$ cat src/rtl/periph_pm_pkg.sv
package periph_pm_pkg;
  typedef enum logic [1:0] {
    M_FULL  = 2'b00,
    M_NAP   = 2'b01,
    M_SLEEP = 2'b10,
    M_PCI   = 2'b11
  } pm_mode_e;

  typedef struct packed {
    logic core;  // bus req, int, gated nmi
    logic pci;   // pci only, no core wake this cycle
  } wake_t;
endpackage

$ cat src/rtl/periph_pm_wake.sv
module periph_pm_wake
  import periph_pm_pkg::*;
(
  input  logic  pci_mem_req_i,
  input  logic  cpu_bus_req_i,
  input  logic  nmi_i,
  input  logic  nmi_en_i,
  input  logic  pic_int_i,
  output wake_t wake_o
);
  always_comb begin
    wake_o.core = cpu_bus_req_i | pic_int_i | (nmi_i & nmi_en_i);
    wake_o.pci  = pci_mem_req_i & ~wake_o.core;  // core wins a tie
  end
endmodule

$ cat src/rtl/periph_pm_fsm.sv
module periph_pm_fsm
  import periph_pm_pkg::*;
(
  input  logic     clk_i,
  input  logic     rst_ni,
  input  logic     pm_en_i,
  input  logic     sleep_sel_i,
  input  logic     core_rdy_i,
  input  logic     pci_done_i,
  input  wake_t    wake_i,
  output pm_mode_e mode_o,
  output logic     clr_o
);
  pm_mode_e state_q, state_d;
  logic     clr_q, clr_d;

  always_comb begin
    state_d = state_q;
    clr_d   = 1'b0;
    unique case (state_q)
      M_FULL: begin
        if (pm_en_i && core_rdy_i && !clr_q)
          state_d = sleep_sel_i ? M_SLEEP : M_NAP;
      end
      M_NAP: begin
        if (wake_i.core) begin
          state_d = M_FULL;
          clr_d   = 1'b1;
        end else if (wake_i.pci) begin
          state_d = M_PCI;
        end
      end
      M_PCI: begin
        if (wake_i.core) begin
          state_d = M_FULL;
          clr_d   = 1'b1;
        end else if (pci_done_i) begin
          state_d = pm_en_i ? M_NAP : M_FULL;
        end
      end
      M_SLEEP: begin
        if (wake_i.core) begin
          state_d = M_FULL;
          clr_d   = 1'b1;
        end
      end
      default: state_d = M_FULL;
    endcase
  end

  always_ff @(posedge clk_i or negedge rst_ni) begin
    if (!rst_ni) begin
      state_q <= M_FULL;
      clr_q   <= 1'b0;
    end else begin
      state_q <= state_d;
      clr_q   <= clr_d;
    end
  end

  assign mode_o = state_q;
  assign clr_o  = clr_q;

  assert_nap_entry_R1: assert property (@(posedge clk_i) disable iff (!rst_ni)
    (state_q == M_NAP && $past(state_q) == M_FULL)
      |-> $past(pm_en_i && core_rdy_i && !sleep_sel_i));

  assert_sleep_entry_R2: assert property (@(posedge clk_i) disable iff (!rst_ni)
    (state_q == M_SLEEP && $past(state_q) == M_FULL)
      |-> $past(pm_en_i && core_rdy_i && sleep_sel_i));

  assert_core_wake_nap_R4: assert property (@(posedge clk_i) disable iff (!rst_ni)
    (state_q == M_NAP && wake_i.core) |=> (state_q == M_FULL && clr_q));

  assert_clr_pulse_R4: assert property (@(posedge clk_i) disable iff (!rst_ni)
    clr_q |=> !clr_q);

  assert_pci_service_R5: assert property (@(posedge clk_i) disable iff (!rst_ni)
    (state_q == M_NAP && wake_i.pci) |=> (state_q == M_PCI && !clr_q));

  assert_sleep_holds_R8: assert property (@(posedge clk_i) disable iff (!rst_ni)
    (state_q == M_SLEEP && !wake_i.core) |=> state_q == M_SLEEP);

  assert_no_reentry_R12: assert property (@(posedge clk_i) disable iff (!rst_ni)
    clr_q |=> state_q == M_FULL);
endmodule

$ cat src/rtl/periph_pm_gate.sv
module periph_pm_gate
  import periph_pm_pkg::*;
#(
  parameter int                   NUM_UNITS  = 8,
  parameter int                   REF_IDX    = 1,
  parameter logic [NUM_UNITS-1:0] NAP_KEEP   = 8'h7F,
  parameter logic [NUM_UNITS-1:0] SLEEP_KEEP = 8'h3F
) (
  input  pm_mode_e             mode_i,
  input  logic                 lp_ref_en_i,
  output logic [NUM_UNITS-1:0] unit_en_o
);
  logic full_pwr;
  assign full_pwr = (mode_i == M_FULL) || (mode_i == M_PCI);

  for (genvar g = 0; g < NUM_UNITS; g++) begin : g_unit
    logic keep;
    assign keep = full_pwr
                | ((mode_i == M_NAP)   & NAP_KEEP[g])
                | ((mode_i == M_SLEEP) & SLEEP_KEEP[g]);
    if (g == REF_IDX) begin : g_ref
      assign unit_en_o[g] = keep & (full_pwr | lp_ref_en_i);
    end else begin : g_plain
      assign unit_en_o[g] = keep;
    end
  end

  always_comb begin
    if (mode_i == M_SLEEP)
      assert_sleep_gate_R9: assert ((unit_en_o & ~SLEEP_KEEP) == '0);
  end
endmodule

$ cat src/rtl/periph_pm_ctrl.sv
module periph_pm_ctrl
  import periph_pm_pkg::*;
#(
  parameter int                   NUM_UNITS  = 8,
  parameter int                   REF_IDX    = 1,
  parameter logic [NUM_UNITS-1:0] NAP_KEEP   = 8'h7F,
  parameter logic [NUM_UNITS-1:0] SLEEP_KEEP = 8'h3F
) (
  input  logic                 clk_i,
  input  logic                 rst_ni,
  input  logic                 pm_en_i,
  input  logic                 sleep_sel_i,
  input  logic                 nmi_en_i,
  input  logic                 lp_ref_en_i,
  input  logic                 core_rdy_i,
  input  logic                 pci_mem_req_i,
  input  logic                 pci_done_i,
  input  logic                 cpu_bus_req_i,
  input  logic                 nmi_i,
  input  logic                 pic_int_i,
  output logic                 qack_o,
  output logic [NUM_UNITS-1:0] unit_en_o,
  output logic                 refresh_en_o,
  output logic                 pm_clr_o,
  output logic [1:0]           mode_o
);
  wake_t    wake;
  pm_mode_e mode;

  periph_pm_wake u_wake (
    .pci_mem_req_i (pci_mem_req_i),
    .cpu_bus_req_i (cpu_bus_req_i),
    .nmi_i         (nmi_i),
    .nmi_en_i      (nmi_en_i),
    .pic_int_i     (pic_int_i),
    .wake_o        (wake)
  );

  periph_pm_fsm u_fsm (
    .clk_i       (clk_i),
    .rst_ni      (rst_ni),
    .pm_en_i     (pm_en_i),
    .sleep_sel_i (sleep_sel_i),
    .core_rdy_i  (core_rdy_i),
    .pci_done_i  (pci_done_i),
    .wake_i      (wake),
    .mode_o      (mode),
    .clr_o       (pm_clr_o)
  );

  periph_pm_gate #(
    .NUM_UNITS  (NUM_UNITS),
    .REF_IDX    (REF_IDX),
    .NAP_KEEP   (NAP_KEEP),
    .SLEEP_KEEP (SLEEP_KEEP)
  ) u_gate (
    .mode_i      (mode),
    .lp_ref_en_i (lp_ref_en_i),
    .unit_en_o   (unit_en_o)
  );

  assign qack_o       = (mode == M_NAP) || (mode == M_SLEEP);
  assign refresh_en_o = unit_en_o[REF_IDX];
  assign mode_o       = mode;

  assert_qack_pci_R3: assert property (@(posedge clk_i) disable iff (!rst_ni)
    ($past(qack_o) && wake.pci && !sleep_sel_i && mode == M_NAP) |=> !qack_o);

  assert_refresh_full_R9: assert property (@(posedge clk_i) disable iff (!rst_ni)
    !qack_o |-> refresh_en_o);
endmodule

$ cat config.mk
export PLATFORM = sky130hd
export DESIGN_NAME = periph_pm_ctrl
export DESIGN_NICKNAME = d
export VERILOG_FILES = /design/src/rtl/periph_pm_pkg.sv /design/src/rtl/periph_pm_wake.sv /design/src/rtl/periph_pm_fsm.sv /design/src/rtl/periph_pm_gate.sv /design/src/rtl/periph_pm_ctrl.sv
export SDC_FILE = /design/constraint.sdc
export NUM_CORES = 1
export LEC_CHECK = 0
export BUFFER_PORTS_ARGS = -buffer_cell sky130_fd_sc_hd__clkbuf_2
export CAP_MARGIN = 30
export CORE_AREA = 2 2 39 41
export DETAILED_ROUTE_END_ITERATION = 8
export DIE_AREA = 0 0 41 43
export SLEW_MARGIN = 40
export SYNTH_ARGS = -nofsm -noshare
export SYNTH_HDL_FRONTEND = slang
export SYNTH_SLANG_ARGS = --single-unit
export TNS_END_PERCENT = 20
$ cat constraint.sdc
create_clock -name clk_i -period 3.6 [get_ports clk_i]
set_input_delay 0.72 -clock clk_i [delete_from_list [all_inputs] [get_ports clk_i]]
set_output_delay 0.72 -clock clk_i [all_outputs]
set_load 0.005 [all_outputs]
Word-level counts from Yosys, hierarchy flattened
Index checks and enable logic that the tools add are counted.

Bitwise gates (word level): 9. Equal/unequal tests: 7. Reduce and logical (&&, ||, !) cells: 8. Mux-type cells: 11.

Operators by type and width (count): 2-bit 2-to-1 mux (7); 2-bit one-hot mux with 4 select lines (1); 1-bit bitwise OR (5); 2-bit == test (second input constant) (2); 2-bit by 1-bit != test with 1-bit output (second input constant) (2); 4-bit AND reduction (1); 1-bit bitwise AND (3); 1-bit 2-to-1 mux (3); 3-bit by 1-bit != test with 1-bit output (second input constant) (1); 3-bit by 2-bit != test with 1-bit output (second input constant) (1); 3-bit OR reduction (1); 2-bit by 1-bit == test with 1-bit output (second input constant) (1); 1-bit logical AND (2); 2-bit logical NOT (1); 1-bit logical OR (2); 1-bit logical NOT (1); 1-bit inverter (1).

Output and inout bits: 13. Input bits: 12. Word-level logic and storage cells: 37. Flip-flop bits (word level): 3.

Logic depth before layout (Yosys ltp)
Word-level depth: 7. Gate-level depth with buffers: 6. Gate-level depth less buffers: 6.

Hierarchy
From an unflattened synthesis, not the netlist that was laid out.

Cells, all modules: 35. Area, all modules: 316.6 µm².

By module, submodules not included: periph_pm_fsm (instances 1, cells each 17, area an instance 175.2 µm², seq. area each 75.1 µm²); periph_pm_gate (instances 1, cells each 13, area an instance 106.4 µm², seq. area each 0.0 µm²); periph_pm_wake (instances 1, cells each 3, area an instance 18.8 µm², seq. area each 0.0 µm²); periph_pm_ctrl (instances 1, cells each 2, area an instance 16.3 µm², seq. area each 0.0 µm²).

Worst setup path after synthesis
No wires, ideal clock.

Path kind: register to output. Start point: register u_fsm.state_q[0], in the netlist u_fsm.mode_o[0]. End point: output port unit_en_o[1]. Path buffers: 1. Slack: 1.698 ns. Arrival time: 1.182 ns. Stages on the path, launching flop included: 6. Cells stage by stage: dfrtp_1 > inv_1 > ha_1 > nand2b_1 > o21a_1 > buf_4.

Word-level cells in the longest chain between the ends: 5.

RTL lines: start, declared (line periph_pm_fsm.sv:14) `pm_mode_e state_q, state_d;`; start signal, assigned (line periph_pm_fsm.sv:56) `state_q <= state_d;`; 2-bit == test or 2-bit logical NOT (tied branches) (line periph_pm_gate.sv:14) `assign full_pwr = (mode_i == M_FULL) || (mode_i == M_PCI);`; 1-bit logical OR (line periph_pm_gate.sv:14); 1-bit bitwise OR; 1-bit bitwise OR *; named net u_gate.g_unit[0].keep (line periph_pm_gate.sv:17) `logic keep;`; 1-bit bitwise AND * (line periph_pm_gate.sv:22) `assign unit_en_o[g] = keep & (full_pwr | lp_ref_en_i);`; end, declared (line periph_pm_ctrl.sv:22) `output logic [NUM_UNITS-1:0] unit_en_o,`.

Mark *: on every way through the listed nets, which the timed path passes. The rest lies on a longest branch.

Final worst setup path
Start point: register u_fsm.state_q[0], in the netlist u_fsm.mode_o[0]. End point: output port refresh_en_o.

Word-level cells in the longest chain between the ends: 5.

RTL lines: 2-bit == test or 2-bit logical NOT (tied branches) (line periph_pm_gate.sv:14); 1-bit logical OR (line periph_pm_gate.sv:14); 1-bit bitwise OR (line periph_pm_gate.sv:19) `| ((mode_i == M_NAP) & NAP_KEEP[g])`; 1-bit bitwise OR (line periph_pm_gate.sv:20) `| ((mode_i == M_SLEEP) & SLEEP_KEEP[g]);`; 1-bit bitwise AND * (line periph_pm_gate.sv:22); end, declared (line periph_pm_ctrl.sv:23) `output logic refresh_en_o,`.

Mark *: on every way between the ends. The rest lies on a longest branch, timed or not.

==> load_flow_metrics.sql <==
INSERT INTO impl_metrics (metric_group, metric, value, unit) VALUES
('global_route', 'grt_first_pass_wirelength', '1.19', 'mm'),
('cells_and_area', 'antenna_cells', '0', ''),
('die', 'fp.coreArea', '0.00138', 'mm2'),
('flow_run', 'number_of_max_cap_violations', '0', ''),
('timing', 'max_slew.worst_pin.slew', '269', 'ps'),
('timing', 'setup_viol_count_final', '0', ''),
('place', 'numPortBuffers', '24', ''),
('pwr', 'power.static_leakage', '0.265', 'nW'),
('critical_path', 'crit_slowest_cell', 'sky130_fd_sc_hd__dfrtp_1', ''),
('critical_path', 'timing.critical_path.buf_inv', '2', ''),
('critical_path', 'arrival', '1480', 'ps'),
('synthesis', 'yosysWarnings', '0', ''),
('timing', 'worst_slew_margin_rel', '82.0', '%'),
('cells_and_area', 'drive_above_1_share', '49.2', '%'),
('timing', 'timing.setup.tns', '0', 'ps'),
('die', 'die_height', '43', 'um'),
('critical_path', 'critPathTopFamily', 'flip-flops', ''),
('critical_path', 'critPathRequiredTime', '2880', 'ps'),
('timing', 'count_of_endpoints_failing_hold_in_the_final_timing_report', '0', ''),
('timing', 'report.final.slew_viol_count', '0', ''),
('global_route', 'overflow_left_after_global_routing', '0', ''),
('critical_path', 'timing_worst_setup_path_type', 'register to output port', ''),
('synthesis', 'yosys_register_bits', '3', ''),
('cells_and_area', 'area_delta_synth_final', '29.9', '%'),
('timing', 'finalWorstPathRequiredPeriod', '2200', 'ps'),
('global_route', 'grt_max_degree', '7', ''),
('clock_tree', 'cts_inserted_buffers', '3', ''),
('synthesis', 'synth_largest_type_area_fraction', '21.1', '%'),
('die', 'rows', '14', ''),
('critical_path', 'timing.rr.end', 'u_fsm.mode_o[1]', ''),
('die', 'pin_count', '25', ''),
('pwr', 'cellPowerDensity', '762', 'mW/mm2'),
('clock_tree', 'post_cts_buffers', '0', ''),
('status', 'status', 'complete, no violations', ''),
('synthesis', 'yosys-top-cells-area', 'sky130_fd_sc_hd__dfrtp_1, sky130_fd_sc_hd__ha_1, sky130_fd_sc_hd__buf_4', ''),
('global_route', 'grt_pass1_vias', '318', ''),
('critical_path', 'end_kind', 'output port', ''),
('synthesis', 'net_count_after_synthesis', '59', ''),
('clock_tree', 'clock_tree_from_tritoncts', 'built', ''),
('critical_path', 'regToRegStartpoint', 'u_fsm.mode_o[1]', ''),
('routing', 'detail_route.drc_violations', '0', ''),
('die', 'die-width', '41', 'um'),
('clock_tree', 'cts_resized', '0', ''),
('die', 'die-area', '0.00176', 'mm2'),
('clock_tree', 'clock_latency', '230', 'ps'),
('routing', 'drt.antenna.violating_nets', '0', ''),
('critical_path', 'ff2ff_setup_slack', '1980', 'ps'),
('timing', 'clock-skew-final', '0.190', 'ps'),
('routing', 'detail_route.first_pass.iterations', '2', ''),
('min_path', 'min-delay-path-class', 'input port to async pin', ''),
('synthesis', 'synthesis.area_per_instance', '8.67', 'um2'),
('critical_path', 'rr_worst_depth', '5', ''),
('critical_path', 'worst-path-max-fanout', '6', ''),
('clock_tree', 'cts.sinks', '3', ''),
('place', 'dpl-instance-area', '435', 'um2'),
('cells_and_area', 'final_common_cell', 'sky130_fd_sc_hd__clkbuf_2', ''),
('synthesis', 'synthesis.area', '355', 'um2'),
('timing', 'max_freq', '455', 'MHz'),
('cells_and_area', 'finalInstanceArea', '462', 'um2'),
('die', 'initial_utilization', '25.7', '%'),
('timing', 'setup_repair_after_global_routing_missed_its_margin', 'false', ''),
('synthesis', 'yosysSeqAreaShare', '21.1', '%'),
('critical_path', 'crit_path_max_incr_delay', '410', 'ps'),
('cells_and_area', 'nNetsFinal', '80', ''),
('synthesis', 'synthDistinctLibCells', '17', ''),
('clock_tree', 'cts_htree_levels', '1', ''),
('clock_tree', 'root_buffer', 'sky130_fd_sc_hd__clkbuf_4', ''),
('cells_and_area', 'mostFrequentLayoutCells', 'sky130_fd_sc_hd__clkbuf_2, sky130_fd_sc_hd__inv_1, sky130_fd_sc_hd__ha_1', ''),
('clock_tree', 'clk_pin_slew_worst_paths', '40', 'ps'),
('global_route', 'antenna_found_initial', '0', ''),
('pwr', 'ir_drop', '0.000248', 'V');
## final cells by class
class                           instances  area (um2)
Tap cell                               16        20.0
Inverter                                7        26.3
Sequential cell                         3        75.1
Fill cell                             165         922
Clock buffer                            4        26.3
Timing Repair Buffer                   24         120
Multi-Input combinational cell         23         194
## cell usage after synthesis
cell type / number
sky130_fd_sc_hd__a211o_1: 1
sky130_fd_sc_hd__a211oi_1: 1
sky130_fd_sc_hd__a21oi_1: 2
sky130_fd_sc_hd__a221oi_2: 1
sky130_fd_sc_hd__buf_4: 8
sky130_fd_sc_hd__dfrtp_1: 3
sky130_fd_sc_hd__ha_1: 6
sky130_fd_sc_hd__inv_1: 7
sky130_fd_sc_hd__mux2_4: 1
sky130_fd_sc_hd__mux2i_1: 1
sky130_fd_sc_hd__nand2_1: 3
sky130_fd_sc_hd__nand2b_1: 1
sky130_fd_sc_hd__nor2_1: 1
sky130_fd_sc_hd__nor3_1: 1
sky130_fd_sc_hd__o21a_1: 1
sky130_fd_sc_hd__o21ai_0: 2
sky130_fd_sc_hd__o21ai_2: 1
## registers in the layout, indices dropped and copies added, names as in the netlist
signal and cells:
u_fsm.clr_o 1, u_fsm.mode_o 2
## metrics by stage
step | hold WS [ps] | util [%] | worst slack (ps) | std cells
floorplan | 424 | - | 1700 | 41
global route | 280 | 33.4 | 1250 | 77
finish | 278 | 33.4 | 1400 | 77
global placement | 518 | 31.5 | 1690 | 73
detailed placement | 519 | 31.5 | 1630 | 73
CTS | 268 | 33.4 | 1370 | 77
## metal layers
| metal | wire (um) | GRT usage, % | share of wire, % |
|---|---|---|---|
| met5 | 0 | 0 | 0 |
| met4 | 0 | 8.00 | 0 |
| met3 | 46 | 1.57 | 6.3 |
| met2 | 404 | 17.5 | 55 |
| met1 | 283 | 10.1 | 39 |
## how the worst max path moves through the flow
stage / start / to / slack (ps) / depth (start not counted)
3_5_place_dp: u_fsm.mode_o[0] / refresh_en_o / 1630 / 5
6_report: u_fsm.mode_o[0] / refresh_en_o / 1400 / 5
3_3_place_gp: u_fsm.mode_o[0] / refresh_en_o / 1690 / 5
5_1_grt: u_fsm.mode_o[0] / unit_en_o[1] / 1250 / 5
4_1_cts: u_fsm.mode_o[0] / refresh_en_o / 1370 / 5
2_1_floorplan: u_fsm.mode_o[0] / unit_en_o[1] / 1700 / 5
## power breakdown
| group | internal, mW | total [mW] | switching (mW) |
|---|---|---|---|
| sequential | 0.0495 | 0.0662 | 0.0168 |
| clock | 0.0415 | 0.0585 | 0.0170 |
| combinational | 0.114 | 0.227 | 0.113 |
| total | 0.205 | 0.352 | 0.147 |
## cells by family (layout without fill, tap and decap cells)
logic type               count (synthesis)  in the layout  synth area share, %
flip-flops                               3              3                 21.1
AND/OR/NAND/NOR                          6              6                 7.39
adder cells (fa/ha/maj)                  6              6                 21.1
buffers and inverters                   15             35                 24.3
AO/OA/AOI/OAI                            9              9                 19.0
multiplexers                             2              2                 7.04
Note: power is estimated with default switching activity, not from simulation.
